## src/rtl/rtr_pkg.sv

```systemverilog
package rtr_pkg;
   localparam int PARAM_W = 32;

   typedef struct packed {
      logic               dir;
      logic               mode;
      logic [PARAM_W-1:0] param;
   } line_cfg_t;

   localparam int CFG_REC_W = PARAM_W + 2;
endpackage

```

## src/rtl/rtr_frame_parser.sv

```systemverilog
module rtr_frame_parser
   import rtr_pkg::*;
#(
   parameter int DATA_LEN  = 64,
   parameter int CFG_LEN   = 8,
   parameter int NUM_LINES = 8,
   localparam int LINE_W   = $clog2(NUM_LINES),
   localparam int POS_W    = $clog2(DATA_LEN)
) (
   input  logic              clk,
   input  logic              rst_n,
   input  logic              in_valid,
   input  logic [7:0]        in_byte,
   input  logic              in_is_cfg,
   output logic              fwd_en,
   output logic [LINE_W-1:0] line_idx,
   output logic              cfg_wr,
   output line_cfg_t         cfg_rec,
   output logic              err_set
);
   localparam int HDR_LEN = 2;
   localparam int MAX_PAY = DATA_LEN - HDR_LEN;
   localparam logic [7:0]       LINE_LIM  = 8'(NUM_LINES);
   localparam logic [7:0]       MAX_PAY_B = 8'(MAX_PAY);
   localparam logic [POS_W-1:0] CFG_LAST  = POS_W'(CFG_LEN - 1);
   localparam logic [POS_W-1:0] DATA_LAST = POS_W'(DATA_LEN - 1);

   if (CFG_LEN != 4 + PARAM_W / 8) begin : g_bad_cfg_len
      $error("setup packet length must hold a 4-byte header and the parameter");
   end
   if (DATA_LEN < 4 || DATA_LEN > 256 || CFG_LEN > DATA_LEN) begin : g_bad_data_len
      $error("data frame length out of range");
   end

   logic [POS_W-1:0]         pos;
   logic                     is_cfg_q;
   logic [7:0]               sel_q;
   logic [POS_W-1:0]         cnt_q;
   logic                     dir_q, mode_q;
   logic [PARAM_W-1:0]       param_q;

   logic                     cur_cfg, last, sel_ok;
   logic [POS_W-1:0]         pidx;

   assign cur_cfg = (pos == '0) ? in_is_cfg : is_cfg_q;
   assign last    = cur_cfg ? (pos == CFG_LAST) : (pos == DATA_LAST);
   assign sel_ok  = sel_q < LINE_LIM;
   assign pidx    = pos - POS_W'(HDR_LEN);

   always_ff @(posedge clk) begin
      if (!rst_n) begin
         pos      <= '0;
         is_cfg_q <= 1'b0;
         sel_q    <= '0;
         cnt_q    <= '0;
         dir_q    <= 1'b0;
         mode_q   <= 1'b0;
         param_q  <= '0;
      end else if (in_valid) begin
         pos <= last ? '0 : pos + 1'b1;
         if (pos == '0) is_cfg_q <= in_is_cfg;
         if (cur_cfg) begin
            if (pos == POS_W'(1)) sel_q  <= in_byte;
            if (pos == POS_W'(2)) dir_q  <= in_byte[0];
            if (pos == POS_W'(3)) mode_q <= in_byte[0];
            if (pos >= POS_W'(4)) param_q[8*(pos-POS_W'(4)) +: 8] <= in_byte;
         end else begin
            if (pos == '0) sel_q <= in_byte;
            if (pos == POS_W'(1))
               cnt_q <= (in_byte > MAX_PAY_B) ? POS_W'(MAX_PAY) : in_byte[POS_W-1:0];
         end
      end
   end

   assign fwd_en   = in_valid && !cur_cfg && (pos >= POS_W'(HDR_LEN)) && sel_ok && (pidx < cnt_q);
   assign line_idx = sel_q[LINE_W-1:0];
   assign cfg_wr   = in_valid && cur_cfg && (pos == CFG_LAST) && sel_ok;
   assign cfg_rec  = '{dir: dir_q, mode: mode_q,
                       param: {in_byte, param_q[PARAM_W-9:0]}};
   assign err_set  = in_valid && (
                       (!cur_cfg && pos == '0        && in_byte >= LINE_LIM)  ||
                       (!cur_cfg && pos == POS_W'(1) && in_byte >  MAX_PAY_B) ||
                       ( cur_cfg && pos == POS_W'(1) && in_byte >= LINE_LIM));


   pos_hold_chk: assert property (@(posedge clk) disable iff (!rst_n)
      !in_valid |=> $stable(pos));

   cfg_pos_chk: assert property (@(posedge clk) disable iff (!rst_n)
      (is_cfg_q && pos != '0) |-> (pos <= CFG_LAST));

   cfg_no_fwd_chk: assert property (@(posedge clk) disable iff (!rst_n)
      cfg_wr |-> !fwd_en);
endmodule

```

## src/rtl/rtr_cfg_bank.sv

```systemverilog
module rtr_cfg_bank
   import rtr_pkg::*;
#(
   parameter int NUM_LINES = 8,
   localparam int LINE_W   = $clog2(NUM_LINES)
) (
   input  logic                         clk,
   input  logic                         rst_n,
   input  logic                         wr_en,
   input  logic [LINE_W-1:0]            wr_idx,
   input  line_cfg_t                    wr_rec,
   output logic [NUM_LINES-1:0]         dir_o,
   output logic [NUM_LINES-1:0]         mode_o,
   output logic [NUM_LINES*PARAM_W-1:0] param_o
);
   line_cfg_t slot_q [NUM_LINES];

   for (genvar i = 0; i < NUM_LINES; i++) begin : g_slot
      always_ff @(posedge clk) begin
         if (!rst_n)
            slot_q[i] <= '0;
         else if (wr_en && wr_idx == LINE_W'(i))
            slot_q[i] <= wr_rec;
      end
      assign dir_o[i]                     = slot_q[i].dir;
      assign mode_o[i]                    = slot_q[i].mode;
      assign param_o[i*PARAM_W +: PARAM_W] = slot_q[i].param;


      slot_hold_chk: assert property (@(posedge clk) disable iff (!rst_n)
         !(wr_en && wr_idx == LINE_W'(i)) |=> $stable(slot_q[i]));
   end
endmodule

```

## src/rtl/rtr_out_stage.sv

```systemverilog
module rtr_out_stage #(
   parameter int LINE_W = 3
) (
   input  logic              clk,
   input  logic              rst_n,
   input  logic              fwd_en,
   input  logic [7:0]        fwd_byte,
   input  logic [LINE_W-1:0] fwd_line,
   input  logic              err_set,
   output logic              out_valid,
   output logic [7:0]        out_data,
   output logic [LINE_W-1:0] out_line,
   output logic              err_flag
);
   always_ff @(posedge clk) begin
      if (!rst_n) begin
         out_valid <= 1'b0;
         out_data  <= '0;
         out_line  <= '0;
         err_flag  <= 1'b0;
      end else begin
         out_valid <= fwd_en;
         if (fwd_en) begin
            out_data <= fwd_byte;
            out_line <= fwd_line;
         end
         if (err_set) err_flag <= 1'b1;
      end
   end


   err_sticky_chk: assert property (@(posedge clk) disable iff (!rst_n)
      err_flag |=> err_flag);
endmodule

```

## src/rtl/pkt_line_router.sv

```systemverilog
module pkt_line_router
   import rtr_pkg::*;
#(
   parameter int DATA_LEN  = 64,
   parameter int CFG_LEN   = 8,
   parameter int NUM_LINES = 8,
   localparam int LINE_W   = $clog2(NUM_LINES)
) (
   input  logic                         clk,
   input  logic                         rst_n,
   input  logic                         in_valid,
   input  logic [7:0]                   in_byte,
   input  logic                         in_is_cfg,
   output logic                         out_valid,
   output logic [7:0]                   out_data,
   output logic [LINE_W-1:0]            out_line,
   output logic                         err_flag,
   output logic [NUM_LINES-1:0]         cfg_dir,
   output logic [NUM_LINES-1:0]         cfg_mode,
   output logic [NUM_LINES*PARAM_W-1:0] cfg_param
);
   if (NUM_LINES < 2 || NUM_LINES > 256) begin : g_bad_lines
      $error("line count must be within 2..256");
   end

   logic              fwd_en, cfg_wr, err_set;
   logic [LINE_W-1:0] line_idx;
   line_cfg_t         cfg_rec;

   rtr_frame_parser #(.DATA_LEN(DATA_LEN), .CFG_LEN(CFG_LEN), .NUM_LINES(NUM_LINES)) parser_i (
      .clk(clk), .rst_n(rst_n), .in_valid(in_valid), .in_byte(in_byte),
      .in_is_cfg(in_is_cfg), .fwd_en(fwd_en), .line_idx(line_idx),
      .cfg_wr(cfg_wr), .cfg_rec(cfg_rec), .err_set(err_set));

   rtr_cfg_bank #(.NUM_LINES(NUM_LINES)) bank_i (
      .clk(clk), .rst_n(rst_n), .wr_en(cfg_wr), .wr_idx(line_idx),
      .wr_rec(cfg_rec), .dir_o(cfg_dir), .mode_o(cfg_mode), .param_o(cfg_param));

   rtr_out_stage #(.LINE_W(LINE_W)) out_i (
      .clk(clk), .rst_n(rst_n), .fwd_en(fwd_en), .fwd_byte(in_byte),
      .fwd_line(line_idx), .err_set(err_set), .out_valid(out_valid),
      .out_data(out_data), .out_line(out_line), .err_flag(err_flag));


   out_from_in_chk: assert property (@(posedge clk) disable iff (!rst_n)
      out_valid |-> $past(in_valid));
endmodule

```

## config.mk

```make
export PLATFORM = sky130hd
export DESIGN_NAME = pkt_line_router
export DESIGN_NICKNAME = d
export VERILOG_FILES = /design/src/rtl/rtr_pkg.sv /design/src/rtl/rtr_frame_parser.sv /design/src/rtl/rtr_cfg_bank.sv /design/src/rtl/rtr_out_stage.sv /design/src/rtl/pkt_line_router.sv
export SDC_FILE = /design/constraint.sdc
export NUM_CORES = 1
export LEC_CHECK = 0
export ABC_AREA = 1
export BUFFER_PORTS_ARGS = -buffer_cell sky130_fd_sc_hd__buf_2
export CAP_MARGIN = 10
export CORE_MARGIN = 2
export CORE_UTILIZATION = 44
export CTS_CLUSTER_SIZE = 12
export DETAILED_ROUTE_END_ITERATION = 10
export PLACE_DENSITY = 0.67
export SYNTH_ARGS = -nofsm -noshare
export SYNTH_HDL_FRONTEND = slang
export SYNTH_SLANG_ARGS = --single-unit
```

## constraint.sdc

```tcl
create_clock -name clk -period 4.7 [get_ports clk]
set_input_delay 0.47 -clock clk [delete_from_list [all_inputs] [get_ports clk]]
set_output_delay 0.47 -clock clk [all_outputs]
set_load 0.005 [all_outputs]
```

==> metrics.csv, run 1 <==
metric,value,unit
outcome,"complete, no violations",
post-synth top area cell,edfxtp_1,
dpl hpwl,23.5,mm
initial core utilization,44.4,%
"Cell Chain, Critical Path","inv_1, ha_1, nand2_1, nand2_1, o21ai_0, inv_1, ha_1, nand2_1, o21ai_0, a21oi_1, nand3_1, o21ai_0, a21oi_1",
Post-synth ARST share,0,%
clock slew at reported path FFs,0.06,ns
Tcrit/Tclk final,71.4,%
gpl congestion,0.912,
antenna violations before repair,0,
Hold WC Path Type,in2reg,
Worst Path Arrival,3.73,ns
worst skew pair latency,0.52,ns
sequential element share of the synthesized area,71.6,%
fraction of layout instances using a drive strength above 1,28.4,%
fin crit period,3.36,ns
total routed wirelength,34.8,mm
via count,8958,
DIE AREA,31100,sq um
CP Max Fanout,23,
number of flops mapped to enable cells by yosys,272,
total CTS buffers,35,
critical path type,reg2reg,
post-CTS setup buffers,0,
Clock Tree Root,clkbuf_16,
Die Y,176,um
Pwr Density,395,nW/um^2
Avg WL per Cell,19.2,um
Clock Sinks,332,
Leak,6.64,nW
# DRC,0,
synth unique cells,32,
max-cap viol count,0,
RSZ-0062 raised after global routing,no,
yosys warns,0,
Total Power,6.30,mW
setup TNS,0,ns
Worst-Margin Slew,1.19,ns
DR vias/cell,4.94,
total track usage,21.9,%
Slew Limit Headroom,20.2,%
largest cells by area after synthesis,"edfxtp_1 (62%), nor2_1 (9.7%), dfxtp_1 (9.2%)",
Area growth syn-to-layout,21.8,%
Initial DRT Pass Iterations,5,
Hold Fails Final Rpt,0,
slowest cell on the critical path,nand3_1,
Resized Gates After CTS,0,
CTS Buffer Depth,3,
Rows,63,
Horiz. Die Dim,176,um
Synth Instances,1102,
1st-iter DRT viols,873,
first-pass GRT wire length,50.7,mm
Yosys reg bits,332,
Hold Buf Count CTS,0,
Post-DRT Antenna Nets,0,
Setup Viol. Count Final,0,
largest net degree at the start of global routing,36,
Fillers,2549,
top-area cell type share of the netlist area,62.5,%
Nets,1436,
vias in the first global route,8347,
Worst Setup End Kind,flop,
Synth Flop Type,edfxtp_1,
Buffers on Ports,296,
Top Ports,297,
CTS tree,built,
Max stage delay on crit path,0.63,ns
WP data required,5.07,ns
synth cell count leaders,"nor2_1 (338), edfxtp_1 (272), nand2_1 (101), inv_1 (66), dfxtp_1 (60)",
"Slew Viols, Final",0,
antenna diode count,0,
Synth Area per Inst,11.9,sq um
fmax,0.298,GHz
most common cell in the netlist,nor2_1,
total global routing overflow,0,
Critical Path Source Type,flop,
worst vdd ir,0.211,mV
clk_skew,0.0177,ns
Mapped Nets,1138,
core region area,29500,sq um
post-synthesis cell area,13100,sq um
H-tree levels,2,
## power breakdown
group	switching (mW)	total, mW	internal, mW
logic	0.243	0.355	0.112
clock network	1.08	2.64	1.55
registers	0.0382	3.31	3.27
## sequential cells by signal (all words and copies together), names as in the netlist
signal,count
out_i.out_data,8
out_i.out_valid,1
parser_i.dir_q,1
out_i.out_line,3
parser_i.pos,6
bank_i.slot_q,272
parser_i.sel_q,8
parser_i.is_cfg_q,1
parser_i.cnt_q,6
parser_i.param_q,24
parser_i.mode_q,1
out_i.err_flag,1
## worst paths after layout
| path | startpoint | endpoint | slack, ns | depth (start not counted) |
|---|---|---|---|---|
| max | parser_i.pos[2]$_SDFFE_PN0P_ | out_i.out_data[0]$_SDFFE_PN0P_ | 1.34 | 13 |
| min | in_byte[6] | parser_i.param_q[6]$_SDFFE_PN0P_ | 0.28 | 3 |
| max reg2reg | parser_i.pos[2]$_SDFFE_PN0P_ | out_i.out_data[0]$_SDFFE_PN0P_ | 1.34 | 13 |
| min reg2reg | out_i.out_data[6]$_SDFFE_PN0P_ | out_i.out_data[6]$_SDFFE_PN0P_ | 0.45 | 2 |
## worst max-delay path: cells and delay by family, from the launching register on
kind            cells  cell delay, ns
simple gates        4            0.91
buf+inv             2            0.28
flops               1            0.49
fa+ha+maj           2            0.58
compound gates      5            0.97
## placed cells by master, fill, tap and decap left out, drive strengths merged
cell and count:
a211oi 9, nand3b 2, nor3 11, bufinv 2, and3 1, xor2 2, or2 1, nor4 1
clkbuf 52, buf 305, dfxtp 60, inv 70, nand2 115, ha 24, o211ai 1, nor2 362
nand3 26, clkinv 35, nor3b 1, edfxtp 272, a21oi 27, nand4 7, o21ai 37
## cells by family after synthesis
group,count (synthesis),synth area share (%)
fa+ha+maj,24,2.30
buf+inv,143,5.68
compound gates,74,3.06
xor+xnor,2,0.134
simple gates,527,17.2
flops,332,71.6
## routing by layer
layer  vias to the layer above  wire [um]  GRT usage [%]
met4                         0       1310           9.02
met1                      4277      14200           28.3
li1                       4256          -              -
met5                         -          0              0
met3                        80       2150           3.64
met2                       345      17200           36.7
## per-stage QoR
stage | worst slack [ns] | cells | area (sq um) | util (%) | hold slack (ns)
finish | 1.34 | 1813 | 15900 | 54.1 | 0.278
global route | 0.986 | 1813 | 15900 | 54.1 | 0.291
CTS | 1.37 | 1812 | 15900 | 54.0 | 0.265
detailed placement | 1.39 | 1752 | 14800 | 50.3 | 0.435
global placement | 1.50 | 1752 | 14800 | 50.3 | 0.432
floorplan | 0.155 | 1102 | 13100 | - | 0.431
## final cells by class
| class | instances | area (sq um) | area share, % |
|---|---|---|---|
| Sequential cell | 332 | 9370 | 58.8 |
| Multi-Input combinational cell | 627 | 3060 | 19.2 |
| Timing Repair Buffer | 305 | 1570 | 9.85 |
| Clock buffer | 52 | 981 | 6.16 |
| Tap cell | 390 | 488 | 3.06 |
| Inverter | 99 | 372 | 2.33 |
| Clock inverter | 8 | 100 | 0.628 |
Power figures use the tool's default switching activity.
==> run 2, diff against run 1 <==
--- a/config.mk
+++ b/config.mk
@@ -12,7 +12,7 @@
 export CORE_UTILIZATION = 44
 export CTS_CLUSTER_SIZE = 12
 export DETAILED_ROUTE_END_ITERATION = 10
-export PLACE_DENSITY = 0.67
+export PLACE_DENSITY = 0.64
 export SYNTH_ARGS = -nofsm -noshare
 export SYNTH_HDL_FRONTEND = slang
 export SYNTH_SLANG_ARGS = --single-unit
==> constraint.sdc (replaced) <==
create_clock -name clk -period 3.1 [get_ports clk]
set_input_delay 0.31 -clock clk [delete_from_list [all_inputs] [get_ports clk]]
set_output_delay 0.31 -clock clk [all_outputs]
set_load 0.005 [all_outputs]
==> run 2 against run 1 <==
Effect of this change: core utilization rose by 1.2 points; critical path depth grew 7; clock power rose by 49%; critical path type unchanged; critical endpoint is now parser_i.param_q[10]$_SDFFE_PN0P_; highest routed layer unchanged.
==> metrics.csv, run 2 (synthesis gave the netlist of run 1 again) <==
metric,value,unit
Critical Path Source Type,flop,
critical path launch point,parser_i.pos[3]$_SDFFE_PN0P_,
core region area,29500,sq um
total global routing overflow,0,
Area growth syn-to-layout,24.6,%
placed cell area,15100,sq um
Die Y,176,um
clock slew at reported path FFs,0.06,ns
clk_skew,0.0148,ns
Leak,6.82,nW
Tcrit/Tclk final,92.3,%
gpl congestion,0.888,
antenna diode count,0,
Setup Viol. Count Final,0,
outcome,"complete, no violations",
Reg2Reg Setup Slack,0.24,ns
Hold WC Path Type,in2reg,
CTS tree,built,
fin crit period,2.86,ns
Horiz. Die Dim,176,um
max reg flops,272,
total routed wirelength,36.4,mm
design area,16300,sq um
antenna violations before repair,0,
"Slew Viols, Final",0,
critical path type,reg2reg,
"commonest non-fill, non-tap cells in the layout","nor2_1 (337), buf_2 (296), edfxtp_1 (272)",
Pwr Density,584,nW/um^2
pre-CTS WS,0.0882,ns
CP Max Fanout,8,
reg2reg start,parser_i.pos[3]$_SDFFE_PN0P_,
1st-iter DRT viols,802,
worst vdd ir,0.367,mV
initial core utilization,44.4,%
"commonest non-fill, non-tap cell in the layout",nor2_1,
via count,9174,
Clock Sinks,332,
Worst Path Arrival,3.26,ns
WP data required,3.50,ns
Placed Cells,1787,
Clock Tree Root,clkbuf_16,
first-pass GRT wire length,52.3,mm
Hold Buf Count CTS,0,
# DRC,0,
CTS Buffer Depth,3,
worst skew pair latency,0.52,ns
Hold Fails Final Rpt,0,
Rows,63,
largest net degree at the start of global routing,35,
Nets,1475,
total CTS buffers,36,
dpl hpwl,24.7,mm
Slew Limit Headroom,59.7,%
DIE AREA,31100,sq um
vias in the first global route,8517,
Regs by FF count,"bank_i.slot_q (272), parser_i.param_q (24)",
largest register by flop count,bank_i.slot_q,
total track usage,22.6,%
DR vias/cell,4.95,
Final WS setup,0.238,ns
Worst Setup End Kind,flop,
Top Ports,297,
hold path startpoint,in_valid,
final cell count without fillers,1854,
Initial DRT Pass Iterations,5,
fraction of layout instances using a drive strength above 1,30.9,%
fmax,0.349,GHz
Fillers,2543,
RSZ-0062 raised after global routing,no,
H-tree levels,2,
Post-DRT Antenna Nets,0,
Avg WL per Cell,19.6,um
Buffers on Ports,296,
max-cap viol count,0,
Worst-Margin Slew,0.604,ns
==> run 2: final timing paths <==
kind | to | cells past startpoint
max | parser_i.param_q[10]$_SDFFE_PN0P_ | 20
min | parser_i.pos[0]$_SDFFE_PN0P_ | 3
max reg2reg | parser_i.param_q[10]$_SDFFE_PN0P_ | 20
min reg2reg | out_i.out_line[2]$_SDFFE_PN0P_ | 2
==> run 2: per-layer routing <==
metal / part of all wire (%) / vias to the layer above / global-route usage [%]
met5: 0 / - / 0
met4: 2.2 / 0 / 6.92
met3: 6.2 / 50 / 3.47
met2: 51 / 372 / 39.8
met1: 40 / 4424 / 28.9
li1: - / 4328 / -
==> run 2: worst max-delay path, stage by stage (launching register included) <==
cell     delay [ns]
dfxtp_2        0.38
inv_2          0.08
ha_4           0.28
nand3_2        0.12
nor2_4         0.19
nand3_4        0.12
inv_1          0.07
ha_1           0.24
nor2_1         0.11
nand2_1        0.06
nor2_1         0.09
nand2_1        0.05
nor2_1         0.10
nand2_1        0.05
nand2_1        0.05
nand2_1        0.07
nor2_4         0.15
buf_12         0.15
nand3_2        0.17
nor2_1         0.16
nor2_1         0.06
==> run 2: power breakdown <==
part           internal (mW)  switching [mW]  total [mW]
combinational          0.190           0.379       0.570
clock                   2.25            1.68        3.93
sequential              4.95          0.0523        5.01
==> run 2: metrics by stage <==
step | TNS [ns] | hold WS (ns) | total power, mW | util [%]
2_1_floorplan | -142.84 | 0.431 | 5.36 | -
3_3_place_gp | 0 | 0.428 | 5.66 | 51.4
3_5_place_dp | 0 | 0.434 | 5.67 | 51.4
4_1_cts | 0 | 0.107 | 9.56 | 55.0
5_1_grt | 0 | 0.132 | 9.78 | 55.3
6_report | 0 | 0.118 | 9.51 | 55.3
==> run 2: final cells by class <==
| cell class | instances | area (sq um) | area share (%) |
|---|---|---|---|
| sequential | 332 | 9370 | 57.5 |
| inverter | 99 | 372 | 2.28 |
| clock inverter | 10 | 61.3 | 0.376 |
| tap | 390 | 488 | 3.00 |
| timing repair buffer | 340 | 1870 | 11.5 |
| clock buffer | 53 | 1010 | 6.17 |
| multi-input combinational | 630 | 3120 | 19.2 |
==> run 2: timing repair <==
| item | in CTS | in global routing |
|---|---|---|
| setup endpoints to repair | 0 | 24 |
| gates resized for setup | 0 | 10 |
| buffers inserted | 0 | 1 |
